==> src/rtl/nbt_pkg.sv <==
package nbt_pkg;
  typedef enum logic [2:0] {
    ST_IDLE,
    ST_LOW,
    ST_HIGH,
    ST_FETCH,
    ST_DONE
  } nbt_state_e;
endpackage

==> src/rtl/nbt_clk_div.sv <==
module nbt_clk_div #(
  parameter int HALF_DIV = 125
) (
  input  logic clk_i,
  input  logic rst_ni,
  input  logic run_i,
  output logic tick_o
);
  localparam int DIV_W = (HALF_DIV > 1) ? $clog2(HALF_DIV) : 1;
  localparam logic [DIV_W-1:0] LAST = DIV_W'(HALF_DIV - 1);

  logic [DIV_W-1:0] cnt_q;

  assign tick_o = run_i && (cnt_q == LAST);

  // restart from zero whenever stopped so each phase is full length
  always_ff @(posedge clk_i or negedge rst_ni) begin
    if (!rst_ni)      cnt_q <= '0;
    else if (!run_i)  cnt_q <= '0;
    else if (tick_o)  cnt_q <= '0;
    else              cnt_q <= cnt_q + 1'b1;
  end
endmodule

==> src/rtl/nbt_shift.sv <==
module nbt_shift #(
  parameter int WORD_W = 9
) (
  input  logic              clk_i,
  input  logic              rst_ni,
  input  logic              load_i,
  input  logic [WORD_W-1:0] load_word_i,
  input  logic              shift_i,
  output logic              sdo_o
);
  logic [WORD_W-1:0] sh_q;

  always_ff @(posedge clk_i or negedge rst_ni) begin
    if (!rst_ni)       sh_q <= '0;
    else if (load_i)   sh_q <= load_word_i;
    else if (shift_i)  sh_q <= {sh_q[WORD_W-2:0], 1'b0};
  end

  assign sdo_o = sh_q[WORD_W-1];


  load_shift_excl_chk: assert property (@(posedge clk_i) disable iff (!rst_ni)
    !(load_i && shift_i))
    else $error("load and shift in same cycle");
endmodule

==> src/rtl/nbt_ctrl.sv <==
module nbt_ctrl
  import nbt_pkg::*;
#(
  parameter int DATA_W   = 8,
  parameter int CNT_W    = 8,
  parameter int HALF_DIV = 125
) (
  input  logic              clk_i,
  input  logic              rst_ni,
  input  logic              cmd_valid_i,
  output logic              cmd_ready_o,
  input  logic [DATA_W-1:0] cmd_code_i,
  input  logic [CNT_W-1:0]  cmd_count_i,
  input  logic              par_valid_i,
  output logic              par_ready_o,
  input  logic [DATA_W-1:0] par_data_i,
  input  logic              tick_i,
  output logic              run_o,
  output logic              load_o,
  output logic [DATA_W:0]   load_word_o,
  output logic              shift_o,
  output logic              sclk_o,
  output logic              cs_no,
  output logic              done_o
);
  localparam int WORD_W = DATA_W + 1;
  localparam int BIT_W  = $clog2(WORD_W);
  localparam logic [BIT_W-1:0] LAST_BIT = BIT_W'(WORD_W - 1);

  nbt_state_e       state_q, state_d;
  logic [BIT_W-1:0] bit_q;
  logic [CNT_W-1:0] rem_q;
  logic             sclk_q, cs_q, done_q;

  always_comb begin
    state_d     = state_q;
    load_o      = 1'b0;
    load_word_o = '0;
    shift_o     = 1'b0;
    run_o       = 1'b0;
    cmd_ready_o = 1'b0;
    par_ready_o = 1'b0;
    unique case (state_q)
      ST_IDLE: begin
        cmd_ready_o = 1'b1;
        if (cmd_valid_i) begin
          load_o      = 1'b1;
          load_word_o = {1'b0, cmd_code_i};
          state_d     = ST_LOW;
        end
      end
      ST_LOW: begin
        run_o = 1'b1;
        if (tick_i) state_d = ST_HIGH;
      end
      ST_HIGH: begin
        run_o = 1'b1;
        if (tick_i) begin
          if (bit_q == LAST_BIT) begin
            state_d = (rem_q != '0) ? ST_FETCH : ST_DONE;
          end else begin
            shift_o = 1'b1;
            state_d = ST_LOW;
          end
        end
      end
      ST_FETCH: begin
        par_ready_o = 1'b1;
        if (par_valid_i) begin
          load_o      = 1'b1;
          load_word_o = {1'b1, par_data_i};
          state_d     = ST_LOW;
        end
      end
      ST_DONE: state_d = ST_IDLE;
      default: state_d = ST_IDLE;
    endcase
  end

  always_ff @(posedge clk_i or negedge rst_ni) begin
    if (!rst_ni) begin
      state_q <= ST_IDLE;
      bit_q   <= '0;
      rem_q   <= '0;
      sclk_q  <= 1'b0;
      cs_q    <= 1'b1;
      done_q  <= 1'b0;
    end else begin
      state_q <= state_d;
      if (load_o)       bit_q <= '0;
      else if (shift_o) bit_q <= bit_q + 1'b1;
      if (state_q == ST_IDLE && cmd_valid_i)        rem_q <= cmd_count_i;
      else if (state_q == ST_FETCH && par_valid_i)  rem_q <= rem_q - 1'b1;
      // outputs registered from next state: glitch-free and edge aligned
      sclk_q <= (state_d == ST_HIGH);
      cs_q   <= !(state_d inside {ST_LOW, ST_HIGH, ST_FETCH});
      done_q <= (state_d == ST_DONE);
    end
  end

  assign sclk_o = sclk_q;
  assign cs_no  = cs_q;
  assign done_o = done_q;

  // high-phase width monitor
  localparam int HC_W = $clog2(HALF_DIV + 2);
  logic [HC_W-1:0] hi_cnt_q;
  always_ff @(posedge clk_i or negedge rst_ni) begin
    if (!rst_ni)      hi_cnt_q <= '0;
    else if (sclk_q)  hi_cnt_q <= hi_cnt_q + 1'b1;
    else              hi_cnt_q <= '0;
  end


  busy_ready_chk: assert property (@(posedge clk_i) disable iff (!rst_ni)
    !cs_no |-> !cmd_ready_o)
    else $error("ready while busy");


  idle_clk_low_chk: assert property (@(posedge clk_i) disable iff (!rst_ni)
    cs_no |-> !sclk_o)
    else $error("clock active while deselected");


  done_pulse_chk: assert property (@(posedge clk_i) disable iff (!rst_ni)
    done_o |=> !done_o)
    else $error("done wider than one cycle");


  done_cs_chk: assert property (@(posedge clk_i) disable iff (!rst_ni)
    done_o |-> (cs_no && $past(!cs_no)))
    else $error("done not aligned with select release");


  par_ready_chk: assert property (@(posedge clk_i) disable iff (!rst_ni)
    par_ready_o |-> (!cs_no && !sclk_o))
    else $error("parameter request outside low phase");


  high_width_chk: assert property (@(posedge clk_i) disable iff (!rst_ni)
    $fell(sclk_o) |-> (hi_cnt_q == HC_W'(HALF_DIV)))
    else $error("clock high phase wrong length");
endmodule

==> src/rtl/nine_bit_cmd_tx.sv <==
module nine_bit_cmd_tx #(
  parameter int DATA_W   = 8,
  parameter int CNT_W    = 8,
  parameter int HALF_DIV = 125
) (
  input  logic              clk_i,
  input  logic              rst_ni,
  input  logic              cmd_valid_i,
  output logic              cmd_ready_o,
  input  logic [DATA_W-1:0] cmd_code_i,
  input  logic [CNT_W-1:0]  cmd_count_i,
  input  logic              par_valid_i,
  output logic              par_ready_o,
  input  logic [DATA_W-1:0] par_data_i,
  output logic              cs_no,
  output logic              sclk_o,
  output logic              sdo_o,
  output logic              done_o
);
  localparam int WORD_W = DATA_W + 1;

  logic              run, tick, load, shift;
  logic [WORD_W-1:0] load_word;

  nbt_clk_div #(.HALF_DIV(HALF_DIV)) u_div (
    .clk_i  (clk_i),
    .rst_ni (rst_ni),
    .run_i  (run),
    .tick_o (tick)
  );

  nbt_ctrl #(.DATA_W(DATA_W), .CNT_W(CNT_W), .HALF_DIV(HALF_DIV)) u_ctrl (
    .clk_i       (clk_i),
    .rst_ni      (rst_ni),
    .cmd_valid_i (cmd_valid_i),
    .cmd_ready_o (cmd_ready_o),
    .cmd_code_i  (cmd_code_i),
    .cmd_count_i (cmd_count_i),
    .par_valid_i (par_valid_i),
    .par_ready_o (par_ready_o),
    .par_data_i  (par_data_i),
    .tick_i      (tick),
    .run_o       (run),
    .load_o      (load),
    .load_word_o (load_word),
    .shift_o     (shift),
    .sclk_o      (sclk_o),
    .cs_no       (cs_no),
    .done_o      (done_o)
  );

  nbt_shift #(.WORD_W(WORD_W)) u_shift (
    .clk_i       (clk_i),
    .rst_ni      (rst_ni),
    .load_i      (load),
    .load_word_i (load_word),
    .shift_i     (shift),
    .sdo_o       (sdo_o)
  );


  sdo_hold_chk: assert property (@(posedge clk_i) disable iff (!rst_ni)
    sclk_o |-> $stable(sdo_o))
    else $error("data moved while clock high");
endmodule

==> config.mk <==
export PLATFORM = sky130hd
export DESIGN_NAME = nine_bit_cmd_tx
export DESIGN_NICKNAME = d
export VERILOG_FILES = /design/src/rtl/nbt_pkg.sv /design/src/rtl/nbt_clk_div.sv /design/src/rtl/nbt_shift.sv /design/src/rtl/nbt_ctrl.sv /design/src/rtl/nine_bit_cmd_tx.sv
export SDC_FILE = /design/constraint.sdc
export NUM_CORES = 1
export LEC_CHECK = 0
export BUFFER_PORTS_ARGS = -buffer_cell sky130_fd_sc_hd__buf_2
export CAP_MARGIN = 20
export CORE_MARGIN = 3
export CORE_UTILIZATION = 54
export DETAILED_ROUTE_END_ITERATION = 10
export GPL_TIMING_DRIVEN = 0
export PLACE_DENSITY_LB_ADDON = 0.15
export RECOVER_POWER = 100
export SLEW_MARGIN = 20
export SYNTH_ARGS = -nofsm -noshare
export SYNTH_HDL_FRONTEND = slang
export SYNTH_SLANG_ARGS = --single-unit
==> constraint.sdc <==
create_clock -name clk_i -period 2.8 [get_ports clk_i]
set_input_delay 0.28 -clock clk_i [delete_from_list [all_inputs] [get_ports clk_i]]
set_output_delay 0.28 -clock clk_i [all_outputs]
set_load 0.03 [all_outputs]
==> results.md <==
- Register area share after synthesis: 48.0%
- Switch share: 34.1%
- Synth top area share: 46.5%
- Arrival time at the worst endpoint: ~2.6 ns
- FF-to-FF path depth: 5
- Critical Path Stages: 5
- Leak Pwr: 0.000895 uW
- Hold Violations, Final: 0
- Drt pass-1 iters: 4
- Die ar.: 4010 um^2
- Drt via density: ~5.4
- GR Overflow Total: 0
- Post-CTS Resized: 0
- Setup crit end: u_shift.sh_q[4]
- Setup Total Neg Slack: 0 ns
- Reg2Reg Setup Slack: 0.45 ns
- Post-synthesis to final-layout area growth: 14.4%
- Setup Crit Path Kind: reg2reg
- Rows: 20
- Clk slew on worst S/H paths: about 0.09 ns
- PD cells: between 600 and 700 nW/um^2
- Sequential power share: a little under three fifths
- CP startpoint: u_ctrl.state_q[0]
- ANT cells: 0
- Clock skew: 0.00320 ns
- WL/cell: around 13 um
- Critical path data required time: 3.01 ns
- Worst Hold Class: in2reg
- Fin crit share: 84.1%
- Ys Warns: 0
- Worst path bufs/invs: 1
- Maxcap violations: 1
- Hold Buf Count CTS: 0
- Comb power frac: approximately a quarter
- Top_reg_cell synth: dfrtp_1
- Unrepaired setup endpoints after global routing: no
- DP HPWL: ~2600 um
- # setup viols final: 0
- Die height: between 60 and 70 um
- CP Cell Sequence: clkbuf_1, nor4b_2, nor2_1, nand2_1, a31oi_1
- TritonCTS Sinks: 34
- R2r startpoint: u_ctrl.state_q[0]
- Initial Util: 57.2%
- Top Family by Delay on Critical Path: simple AND/OR/NAND/NOR gates
- CTS HTree Levels: 2
- Synth Cell Area: between 1500 and 2000 um^2
- Nets: 266
- Synthesized net count: 226
- Largest net degree at the start of global routing: 35
- Initial antenna violation count: 0
- Crit-path max cell delay: 0.84 ns
- Global-route wire length before repair: approximately 6300 um
- Core area: between 3000 and 4000 um^2
- Residual DRC: 0
- Avg Cell Area, Syn: 9.25 um^2
- Pins Over Slew Limit: 35
- Clock root buffer: clkbuf_4
- Reg2reg end: u_shift.sh_q[4]
- RePlAce Congestion: 0.845
- Num ports: 34
- Actual slew at the worst max-slew pin: between 1.5 and 2 ns
- Number of global-route vias before repair: 1513
- Largest area contributor in the netlist: dfrtp_1
- CTS tree: built
- Layout cell share with drive strength beyond 1: 15.9%
- Setup repair bufs after CTS: 0
- Vias: 1501
- CTS buffer count: 5
- Failing checks: max-capacitance violations, max-slew violations
- Fin crit period: 2.35 ns
- Initial drt markers: 79
- Peak VDD IR: 0.000393 V
- Slew margin rel.: -17.1%
- Status: finished with violations
- Internal power: between 900 and 1000 uW
- Async SR Flop Fraction: 100%
- Hold path cells: 3
- Achievable Freq: 0.425 GHz
- Gr usage total: 19.9%
- Finished Core Util: 65.5%
- Crit. End Element: register
- Slowest library cell on the worst path: nor4b_2
- Synth Register Bits: 34
- Final wirelength: 3580 um
- Sw Pwr: between 400 and 500 uW
- Startpoint Class: register
- I/O Buffers: 33
- Yosys cell types: 37
- Post-synth EDFFs: 0
- Syn Inst Count: around 190
- Synth area leaders: dfrtp_1, nand2_1, xor2_1
- Skew-Pair Late Insertion Delay: 0.33 ns
- Die W: 63.3 um
- Number of routed nets with antenna violations: 0
- Clock share of power: 17.6%
- CTS Buffer Depth: 2
- Crit Path Max Fanout: 10
worst min path at each step:
stage / endpoint / slack [ns] / start
4_1_cts: u_ctrl.sclk_o / 0.02 / rst_ni
5_1_grt: u_ctrl.rem_q[4] / 0.14 / cmd_count_i[4]
3_5_place_dp: u_ctrl.sclk_o / 0.40 / rst_ni
6_report: u_ctrl.rem_q[7] / 0.14 / cmd_count_i[7]
3_3_place_gp: u_ctrl.sclk_o / 0.38 / rst_ni
2_1_floorplan: u_ctrl.bit_q[0] / -0.02 / rst_ni
metrics by stage:
stage	setup WS (ns)	power (uW)	hold WS, ns	area, um^2	cells
after CTS	0.420	1390	0.0187	2040	276
after detailed placement	0.441	1140	0.396	2000	269
after global routing	0.238	1480	0.141	2030	276
final	0.446	1370	0.142	2030	276
after global placement	0.488	1110	0.380	2000	269
after floorplan	0.749	1020	-0.0156	1780	192
registers in the layout, indices dropped and copies added (netlist names):
| name | flops |
|---|---|
| u_ctrl.sclk_o | 1 |
| u_ctrl.cs_no | 1 |
| u_ctrl.bit_q | 4 |
| u_ctrl.rem_q | 8 |
| u_div.cnt_q | 7 |
| u_shift.sh_q | 9 |
| u_ctrl.done_o | 1 |
| u_ctrl.state_q | 3 |
worst register-to-register path: stages (launching register included):
cell and delay [ns]:
dfrtp_1 0.39, clkbuf_1 0.23, nor4b_2 0.84, nor2_1 0.32, nand2_1 0.33, a31oi_1 0.13
synthesized netlist by cell type (2+ instances only):
library cell	n
dfrtp_1	33
nand2_1	26
nor2_1	17
o21ai_0	15
nor3_1	10
xor2_1	9
a22oi_1	8
a31oi_1	8
inv_1	8
nand3_1	8
clkbuf_1	7
ha_1	6
xnor2_1	4
a21oi_1	3
and3_1	2
and3b_1	2
nand4_1	2
nor2b_1	2
nor4_1	2
or3_1	2
or4_1	2
layout make-up:
class / instances / area [um^2]
Multi-Input combinational cell: 140 / 847
Timing Repair Buffer: 33 / 156
Fill cell: 300 / 1070
Sequential cell: 34 / 852
Clock buffer: 7 / 45.0
Tap cell: 44 / 55.1
Inverter: 8 / 30.0
Buffer: 10 / 46.3
logic make-up (layout without fill, tap and decap cells):
group           count (synthesis)  in the layout  share of synthesized area [%]
fa+ha+maj                       6              6                           4.23
mux                             1              1                          0.564
xor+xnor                       13             13                           6.41
simple gates                   83             83                           23.9
compound gates                 37             37                           12.6
buf+inv                        18             58                           4.30
flops                          34             34                           48.0
power by group through the flow:
stage	registers (uW)	logic [uW]	clock network, uW
after floorplan	745	277	0
final	768	361	242
after global routing	787	417	275
after CTS	766	369	252
after global placement	765	345	0
after detailed placement	773	366	0
cell usage in the layout, fill, tap and decap left out, drive strengths merged, types with 3 or more instances in the layout:
cell type	instances
o21ai	15
a22oi	8
xor2	9
buf	28
xnor2	4
nand3	8
nor2	17
a21oi	3
nor3	10
nor4	3
inv	8
dfrtp	33
ha	6
nand2	26
clkbuf	22
a31oi	8
routing by layer:
layer	track usage (%)	wire (um)
met5	0	0
met2	34.2	1730
met4	7.28	57
met3	5.70	174
met1	23.5	1610
(Power assumes the default switching activity.)
